**src/rtl/twb_pkg.sv**
```systemverilog
package twb_pkg;

   // register addresses (shared by write and read ports)
   typedef enum logic [1:0] {
      REG_CTRL = 2'd0,
      REG_STAT = 2'd1,
      REG_DATA = 2'd2,
      REG_PINS = 2'd3
   } twb_reg_e;

   // control register bit positions
   localparam int CTL_TOGGLE   = 0;
   localparam int CTL_SCL_LAT  = 1;
   localparam int CTL_SDA_LAT  = 2;
   localparam int CTL_SCL_DIR  = 3;
   localparam int CTL_SDA_DIR  = 4;
   localparam int CTL_OVF_HOLD = 5;
   localparam int CTL_ENABLE   = 6;
   localparam int CTL_MIN_W    = CTL_ENABLE + 1;

   // number of write-1-to-clear event flags
   localparam int NUM_FLAGS = 3;
   localparam int FLG_STOP  = 0;
   localparam int FLG_OVF   = 1;
   localparam int FLG_START = 2;

   typedef struct packed {
      logic enable;
      logic ovf_hold;
      logic sda_dir;
      logic scl_dir;
      logic sda_lat;
      logic scl_lat;
   } twb_ctrl_t;

endpackage

```
**src/rtl/twb_pin_sync.sv**
```systemverilog
module twb_pin_sync #(
   parameter int STAGES   = 2,
   parameter bit IDLE_LVL = 1'b1
) (
   input  logic clk,
   input  logic rst_n,
   input  logic pin_i,
   output logic level_o,
   output logic rise_o,
   output logic fall_o
);

   if (STAGES < 2) begin : g_bad_stages
      $error("twb_pin_sync: STAGES must be at least 2");
   end

   logic [STAGES-1:0] chain_q;
   logic              prev_q;

   always_ff @(posedge clk or negedge rst_n) begin
      if (!rst_n) begin
         chain_q <= {STAGES{IDLE_LVL}};
         prev_q  <= IDLE_LVL;
      end else begin
         chain_q <= {chain_q[STAGES-2:0], pin_i};
         prev_q  <= chain_q[STAGES-1];
      end
   end

   assign level_o = chain_q[STAGES-1];
   assign rise_o  = chain_q[STAGES-1] & ~prev_q;
   assign fall_o  = ~chain_q[STAGES-1] & prev_q;

endmodule

```
**src/rtl/twb_shift_core.sv**
```systemverilog
module twb_shift_core #(
   parameter int DATA_W = 8,
   parameter int CNT_W  = 4
) (
   input  logic              clk,
   input  logic              rst_n,
   input  logic              en_i,
   input  logic              scl_rise_i,
   input  logic              scl_fall_i,
   input  logic              sda_lvl_i,
   input  logic              data_wr_i,
   input  logic              cnt_wr_i,
   input  logic [DATA_W-1:0] wr_data_i,
   output logic [DATA_W-1:0] data_o,
   output logic [CNT_W-1:0]  cnt_o,
   output logic              wrap_o
);

   localparam logic [CNT_W-1:0] CNT_LAST = {CNT_W{1'b1}};
   localparam logic [CNT_W-1:0] CNT_ONE  = CNT_W'(1);

   logic [DATA_W-1:0] data_q;
   logic [CNT_W-1:0]  cnt_q;
   logic              edge_any;

   assign edge_any = en_i & (scl_rise_i | scl_fall_i);

   // software load has priority over the bus shift
   always_ff @(posedge clk or negedge rst_n) begin
      if (!rst_n) begin
         data_q <= '0;
      end else if (data_wr_i) begin
         data_q <= wr_data_i;
      end else if (en_i && scl_rise_i) begin
         data_q <= {data_q[DATA_W-2:0], sda_lvl_i};
      end
   end

   // software load has priority over the edge increment
   always_ff @(posedge clk or negedge rst_n) begin
      if (!rst_n) begin
         cnt_q <= '0;
      end else if (cnt_wr_i) begin
         cnt_q <= wr_data_i[CNT_W-1:0];
      end else if (edge_any) begin
         cnt_q <= cnt_q + CNT_ONE;
      end
   end

   // wrap is reported even when a load wins the counter
   assign wrap_o = edge_any & (cnt_q == CNT_LAST);
   assign data_o = data_q;
   assign cnt_o  = cnt_q;

endmodule

```
**src/rtl/twb_flag_bank.sv**
```systemverilog
module twb_flag_bank #(
   parameter int N = 3
) (
   input  logic         clk,
   input  logic         rst_n,
   input  logic [N-1:0] set_i,
   input  logic [N-1:0] clr_i,
   output logic [N-1:0] flag_o
);

   for (genvar i = 0; i < N; i++) begin : g_flag
      logic flag_q;
      // a hardware set beats a write-1 clear in the same cycle
      always_ff @(posedge clk or negedge rst_n) begin
         if (!rst_n) begin
            flag_q <= 1'b0;
         end else if (set_i[i]) begin
            flag_q <= 1'b1;
         end else if (clr_i[i]) begin
            flag_q <= 1'b0;
         end
      end
      assign flag_o[i] = flag_q;
   end

endmodule

```
**src/rtl/twb_shift_unit.sv**
```systemverilog
module twb_shift_unit
   import twb_pkg::*;
#(
   parameter int DATA_W      = 8,
   parameter int CNT_W       = 4,
   parameter int SYNC_STAGES = 2
) (
   input  logic              clk,
   input  logic              rst_n,
   input  logic              wr_en,
   input  logic [1:0]        wr_addr,
   input  logic [DATA_W-1:0] wr_data,
   input  logic [1:0]        rd_addr,
   output logic [DATA_W-1:0] rd_data,
   input  logic              sda_i,
   input  logic              scl_i,
   output logic              sda_pull_o,
   output logic              scl_pull_o
);

   localparam int ST_COLL  = CNT_W;
   localparam int ST_STOP  = CNT_W + 1;
   localparam int ST_OVF   = CNT_W + 2;
   localparam int ST_START = CNT_W + 3;
   localparam int ST_W     = CNT_W + 4;

   if (DATA_W < CTL_MIN_W) begin : g_bad_data_w
      $error("twb_shift_unit: DATA_W too narrow for the control register");
   end
   if (ST_W > DATA_W) begin : g_bad_cnt_w
      $error("twb_shift_unit: CNT_W plus four flags exceeds DATA_W");
   end
   if (CNT_W < 1) begin : g_bad_cnt_min
      $error("twb_shift_unit: CNT_W must be positive");
   end

   // ---------------- register write decode ----------------
   logic ctrl_wr, stat_wr, data_wr;
   assign ctrl_wr = wr_en && (wr_addr == REG_CTRL);
   assign stat_wr = wr_en && (wr_addr == REG_STAT);
   assign data_wr = wr_en && (wr_addr == REG_DATA);

   twb_ctrl_t ctrl_q;

   always_ff @(posedge clk or negedge rst_n) begin
      if (!rst_n) begin
         ctrl_q <= '0;
      end else if (ctrl_wr) begin
         ctrl_q.enable   <= wr_data[CTL_ENABLE];
         ctrl_q.ovf_hold <= wr_data[CTL_OVF_HOLD];
         ctrl_q.sda_dir  <= wr_data[CTL_SDA_DIR];
         ctrl_q.scl_dir  <= wr_data[CTL_SCL_DIR];
         ctrl_q.sda_lat  <= wr_data[CTL_SDA_LAT];
         ctrl_q.scl_lat  <= wr_data[CTL_TOGGLE] ? ~ctrl_q.scl_lat
                                                : wr_data[CTL_SCL_LAT];
      end
   end

   logic en;
   assign en = ctrl_q.enable;

   // ---------------- pin synchronisers ----------------
   logic sda_lvl, sda_rise, sda_fall;
   logic scl_lvl, scl_rise, scl_fall;

   twb_pin_sync #(.STAGES(SYNC_STAGES), .IDLE_LVL(1'b1)) u_sda_sync (
      .clk     (clk),
      .rst_n   (rst_n),
      .pin_i   (sda_i),
      .level_o (sda_lvl),
      .rise_o  (sda_rise),
      .fall_o  (sda_fall)
   );

   twb_pin_sync #(.STAGES(SYNC_STAGES), .IDLE_LVL(1'b1)) u_scl_sync (
      .clk     (clk),
      .rst_n   (rst_n),
      .pin_i   (scl_i),
      .level_o (scl_lvl),
      .rise_o  (scl_rise),
      .fall_o  (scl_fall)
   );

   // ---------------- shifter and edge counter ----------------
   logic [DATA_W-1:0] data_q;
   logic [CNT_W-1:0]  cnt_q;
   logic              cnt_wrap;

   twb_shift_core #(.DATA_W(DATA_W), .CNT_W(CNT_W)) u_core (
      .clk        (clk),
      .rst_n      (rst_n),
      .en_i       (en),
      .scl_rise_i (scl_rise),
      .scl_fall_i (scl_fall),
      .sda_lvl_i  (sda_lvl),
      .data_wr_i  (data_wr),
      .cnt_wr_i   (stat_wr),
      .wr_data_i  (wr_data),
      .data_o     (data_q),
      .cnt_o      (cnt_q),
      .wrap_o     (cnt_wrap)
   );

   // ---------------- bus conditions and flags ----------------
   logic                 start_seen, stop_seen;
   logic [NUM_FLAGS-1:0] flag_set, flag_clr, flags;

   assign start_seen = en & sda_fall & scl_lvl;
   assign stop_seen  = en & sda_rise & scl_lvl;

   always_comb begin
      flag_set            = '0;
      flag_set[FLG_START] = start_seen;
      flag_set[FLG_OVF]   = cnt_wrap;
      flag_set[FLG_STOP]  = stop_seen;
      flag_clr            = '0;
      flag_clr[FLG_START] = stat_wr & wr_data[ST_START];
      flag_clr[FLG_OVF]   = stat_wr & wr_data[ST_OVF];
      flag_clr[FLG_STOP]  = stat_wr & wr_data[ST_STOP];
   end

   twb_flag_bank #(.N(NUM_FLAGS)) u_flags (
      .clk    (clk),
      .rst_n  (rst_n),
      .set_i  (flag_set),
      .clr_i  (flag_clr),
      .flag_o (flags)
   );

   logic start_flag, ovf_flag, stop_flag;
   assign start_flag = flags[FLG_START];
   assign ovf_flag   = flags[FLG_OVF];
   assign stop_flag  = flags[FLG_STOP];

   logic start_clr;
   assign start_clr = flag_clr[FLG_START];

   // ---------------- open-drain outputs ----------------
   logic scl_hold;
   logic collision;

   assign scl_hold   = start_flag | (ctrl_q.ovf_hold & ovf_flag);
   assign sda_pull_o = en & ctrl_q.sda_dir & ~(ctrl_q.sda_lat & data_q[DATA_W-1]);
   assign scl_pull_o = en & ctrl_q.scl_dir & (~ctrl_q.scl_lat | scl_hold);
   assign collision  = en & data_q[DATA_W-1] & ~sda_lvl & scl_lvl;

   // ---------------- read port ----------------
   always_comb begin
      rd_data = '0;
      case (rd_addr)
         REG_CTRL: begin
            rd_data[CTL_ENABLE]   = ctrl_q.enable;
            rd_data[CTL_OVF_HOLD] = ctrl_q.ovf_hold;
            rd_data[CTL_SDA_DIR]  = ctrl_q.sda_dir;
            rd_data[CTL_SCL_DIR]  = ctrl_q.scl_dir;
            rd_data[CTL_SDA_LAT]  = ctrl_q.sda_lat;
            rd_data[CTL_SCL_LAT]  = ctrl_q.scl_lat;
         end
         REG_STAT: begin
            rd_data[CNT_W-1:0] = cnt_q;
            rd_data[ST_COLL]   = collision;
            rd_data[ST_STOP]   = stop_flag;
            rd_data[ST_OVF]    = ovf_flag;
            rd_data[ST_START]  = start_flag;
         end
         REG_DATA: rd_data = data_q;
         REG_PINS: begin
            rd_data[0] = sda_lvl;
            rd_data[1] = scl_lvl;
         end
         default: rd_data = '0;
      endcase
   end

endmodule

```
**config.mk**
```make
export PLATFORM = sky130hd
export DESIGN_NAME = twb_shift_unit
export DESIGN_NICKNAME = d
export VERILOG_FILES = /design/src/rtl/twb_pkg.sv /design/src/rtl/twb_pin_sync.sv /design/src/rtl/twb_shift_core.sv /design/src/rtl/twb_flag_bank.sv /design/src/rtl/twb_shift_unit.sv
export SDC_FILE = /design/constraint.sdc
export NUM_CORES = 1
export LEC_CHECK = 0
export BUFFER_PORTS_ARGS = -buffer_cell sky130_fd_sc_hd__buf_4
export CAP_MARGIN = 20
export CORE_MARGIN = 5
export CORE_UTILIZATION = 45
export CTS_BUF_LIST = sky130_fd_sc_hd__clkbuf_4 sky130_fd_sc_hd__clkbuf_8
export CTS_CLUSTER_SIZE = 20
export DETAILED_ROUTE_END_ITERATION = 10
export PLACE_DENSITY = 0.76
export SYNTH_ARGS = -nofsm -noshare
export SYNTH_HDL_FRONTEND = slang
export SYNTH_SLANG_ARGS = --single-unit
```
**constraint.sdc**
```tcl
create_clock -name clk -period 4.3 [get_ports clk]
set_clock_uncertainty 0.2 [all_clocks]
set_input_delay 0.43 -clock clk [delete_from_list [all_inputs] [get_ports clk]]
set_output_delay 0.43 -clock clk [all_outputs]
set_load 0.05 [all_outputs]
```
==> impl_metrics.tcl <==
set metrics [dict create \
    clkTransAtPathRegs_ns 0.14 \
    grt_max_degree 28 \
    diodes 0 \
    routedWlPerCell_um 15.97 \
    initial_core_util_pct 46.61 \
    fmax_ghz 0.4265 \
    dieHeight_um 66.01 \
    gp_congestion 0.8684 \
    power_frac_seq_pct 51.6 \
    viasPerCell 5.644 \
    required_ns 3.67 \
    p_per_area_nw_per_um2 438.1 \
    path_class "reg -> out" \
    dpl.hpwl_um 2448 \
    cp_max_fo 9 \
    coreArea_sq_um 3028 \
    comb_power_share_pct 33.3 \
    hold_path.class "in -> reg" \
    vdd_ir_drop_max_v 0.0001465 \
    post-route-period-util_pct 54.53 \
    rr_startpoint "u_scl_sync.chain_q[1]" \
    chipWidth_um 66.01 \
    die_area_sq_um 4357 \
    grt_usage_pct 16.02 \
    drtAntennaViolNets 0 \
    p_int_mw 0.4592 \
    grt_pass1_wl_um 5375 \
    end_kind "output port" \
    ctsHtreeMaxLevel 1 \
    reg2reg_depth 4 \
    startpoint "en" \
    rsz0062_at_grt "no" \
    drive_gt1_share_pct 29.75 \
    p_switching_mw 0.2825 \
    clock_latency_ns 0.33 \
    ios 27 \
    arrival_ns 1.71 \
    mappedNetlistNets 155 \
    synth.cell_area_sq_um 1411 \
    grt_pass1_vias 1137 \
    first_pass_iters 5 \
    final_cell_area_sq_um 1693 \
    cts-resized-gates 0 \
    place_area_sq_um 1633 \
    crit_path_start_kind "flip-flop" \
    area_delta_synth_final_pct 19.95 \
    root_buffer "clkbuf_4" \
    leakage_nw 0.8042 \
    syn_avg_cell_area_sq_um 10.86 \
    synth.distinct_cells 33 \
    grt_overflow_total 0 \
    ctsHoldBuffers 3 \
    cts.sinks 27 \
    portBuffers 26 \
    switching_share_pct 38.09 \
    status "finished clean" \
    period_needed_ns 2.345 \
    postSynth.asyncResetShare_pct 100.0 \
    finalHoldViolCount 0 \
    nets 184 \
    drtIter0Drc 133 \
    seq_area_frac_synth_pct 48.40 \
    pwr-share-clk_pct 15.1 \
    cts_buffer_depth 2 \
    finalSetupTns_ns 0 \
    wirelength_um 3226 \
    drc_errors 0 \
    r2r_slack_ns 2.46 \
    fill_cells 279 \
    endpoint "rd_data[4]" \
    cap_viol_max_count 0 \
    min_path_cells 3 \
    postCtsSetupBuffers 0 \
    cts_tree "yes" \
    reg2reg_to "u_core.cnt_o[3]" \
    num_rows 20 \
    max_slew_margin_pct 72.37 \
    drv_slew 0 \
    num_vias 1140 \
    synth-seq-cells 27 \
    ff_latch_area_sq_um 683.2 \
    numCtsBuffers 3 \
    syn_inst 130 \
    synth-main-ff-cell "dfrtp_1" \
    synth-edff-count 0 \
    grt_antenna_before_repair 0 \
    finalSetupViolCount 0 \
    multi_input_area_sq_um 680.7 \
    tightest_slew_ns 0.4140 \
    ys_warn_count 0 \
]
## cells by family after synthesis
group / count (synthesis) / share of synthesized area, %
adders and majority gates: 8 / 7.092
and+or+nand+nor: 39 / 15.07
DFF: 27 / 48.40
muxes: 15 / 11.08
xor gates and xnor gates: 1 / 0.6207
buffers and inverters: 10 / 3.368
AOI/OAI and AO/OA: 30 / 14.36
## cells in the final DEF, fill, tap and decap left out, types with 2 or more instances in the layout
cell           Yosys  final
buf_4              0     26
dfrtp_1           21     21
nor2_1            15     15
a21oi_1           11     11
mux2i_1           10     10
nand2_1           10     10
ha_1               8      8
a222oi_1           6      6
dfstp_2            6      6
inv_1              5      5
mux2_2             5      5
o21ai_0            4      4
a31oi_1            3      3
clkbuf_4           0      3
dlygate4sd3_1      0      3
a22oi_1            2      2
nand3_1            2      2
nor2b_1            2      2
nand3b_1           2      2
## power by group through the flow
stage / registers [mW] / logic, mW / clock network (mW)
6_report: 0.382 / 0.247 / 0.112
4_1_cts: 0.380 / 0.248 / 0.117
5_1_grt: 0.391 / 0.267 / 0.127
3_3_place_gp: 0.383 / 0.238 / 0
3_5_place_dp: 0.386 / 0.245 / 0
2_1_floorplan: 0.360 / 0.185 / 0
## synthesized netlist by cell type, drive strengths merged (2+ instances only)
| cell type | number | area share [%] |
|---|---|---|
| nand3b | 3 | 1.9 |
| mux2 | 5 | 4.0 |
| nor2 | 15 | 4.0 |
| dfstp | 6 | 11 |
| a31oi | 3 | 1.3 |
| a22oi | 2 | 1.1 |
| ha | 8 | 7.1 |
| nand3 | 2 | 0.71 |
| dfrtp | 21 | 37 |
| clkbuf | 3 | 0.89 |
| a21oi | 11 | 3.9 |
| inv | 5 | 1.3 |
| and3b | 2 | 1.3 |
| nand2 | 11 | 3.1 |
| mux2i | 10 | 7.1 |
| buf | 2 | 1.2 |
| o21ai | 4 | 1.4 |
| nor2b | 2 | 0.89 |
| a222oi | 6 | 4.3 |
## critical path: stages, from the launching register on
cell,delay [ns]
dfrtp_1,0.60
and3b_2,0.25
nand3_1,0.07
a21oi_1,0.22
buf_4,0.24
## metal layers
metal | up-vias | wire length (um) | global-route usage (%) | part of all wire [%]
met3 | 7 | 154 | 1.701 | 4.8
met4 | 0 | 61 | 6.599 | 1.9
li1 | 530 | - | - | -
met2 | 43 | 1570 | 25.78 | 49
met5 | - | 0 | 0 | 0
met1 | 560 | 1441 | 21.95 | 45
## registers in the layout, indices dropped and copies added (netlist names)
| signal | cells |
|---|---|
| ctrl_q | 5 |
| en | 1 |
| u_core.cnt_o | 4 |
| u_core.data_o | 8 |
| u_flags.g_flag.flag_q | 3 |
| u_scl_sync.chain_q | 2 |
| u_scl_sync.prev_q | 1 |
| u_sda_sync.chain_q | 2 |
| u_sda_sync.prev_q | 1 |
## final cells by class
cell class,instances,share of cell area [%]
clock buffers,3,1.330
clock inverters,1,0.4435
inverters,5,1.109
multi-input cells,93,40.21
flip-flops and latches,27,40.35
well taps,44,3.252
repair buffers,29,13.30
## worst min path at each step
stage | start | end | slack, ns
6_report | wr_data[2] | u_core.cnt_o[2] | 0.12
5_1_grt | wr_data[4] | ctrl_q[3] | 0.11
3_3_place_gp | rst_n | u_core.data_o[1] | 0.15
4_1_cts | wr_data[4] | ctrl_q[3] | 0.11
2_1_floorplan | rst_n | ctrl_q[0] | -0.07
3_5_place_dp | u_sda_sync.chain_q[0] | u_sda_sync.chain_q[1] | 0.15
## metrics by stage
step | total power [mW] | utilization (%) | worst slack (ns) | hold slack, ns | std cells
3_3_place_gp | 0.6215 | 53.93 | 2.095 | 0.1455 | 195
5_1_grt | 0.7846 | 55.91 | 1.898 | 0.1070 | 202
2_1_floorplan | 0.5449 | - | 1.885 | -0.06559 | 130
4_1_cts | 0.7450 | 55.91 | 2.000 | 0.1146 | 202
6_report | 0.7417 | 55.91 | 1.955 | 0.1198 | 202
3_5_place_dp | 0.6307 | 53.93 | 2.057 | 0.1473 | 195
No activity file was read; power rests on OpenSTA's default activity.
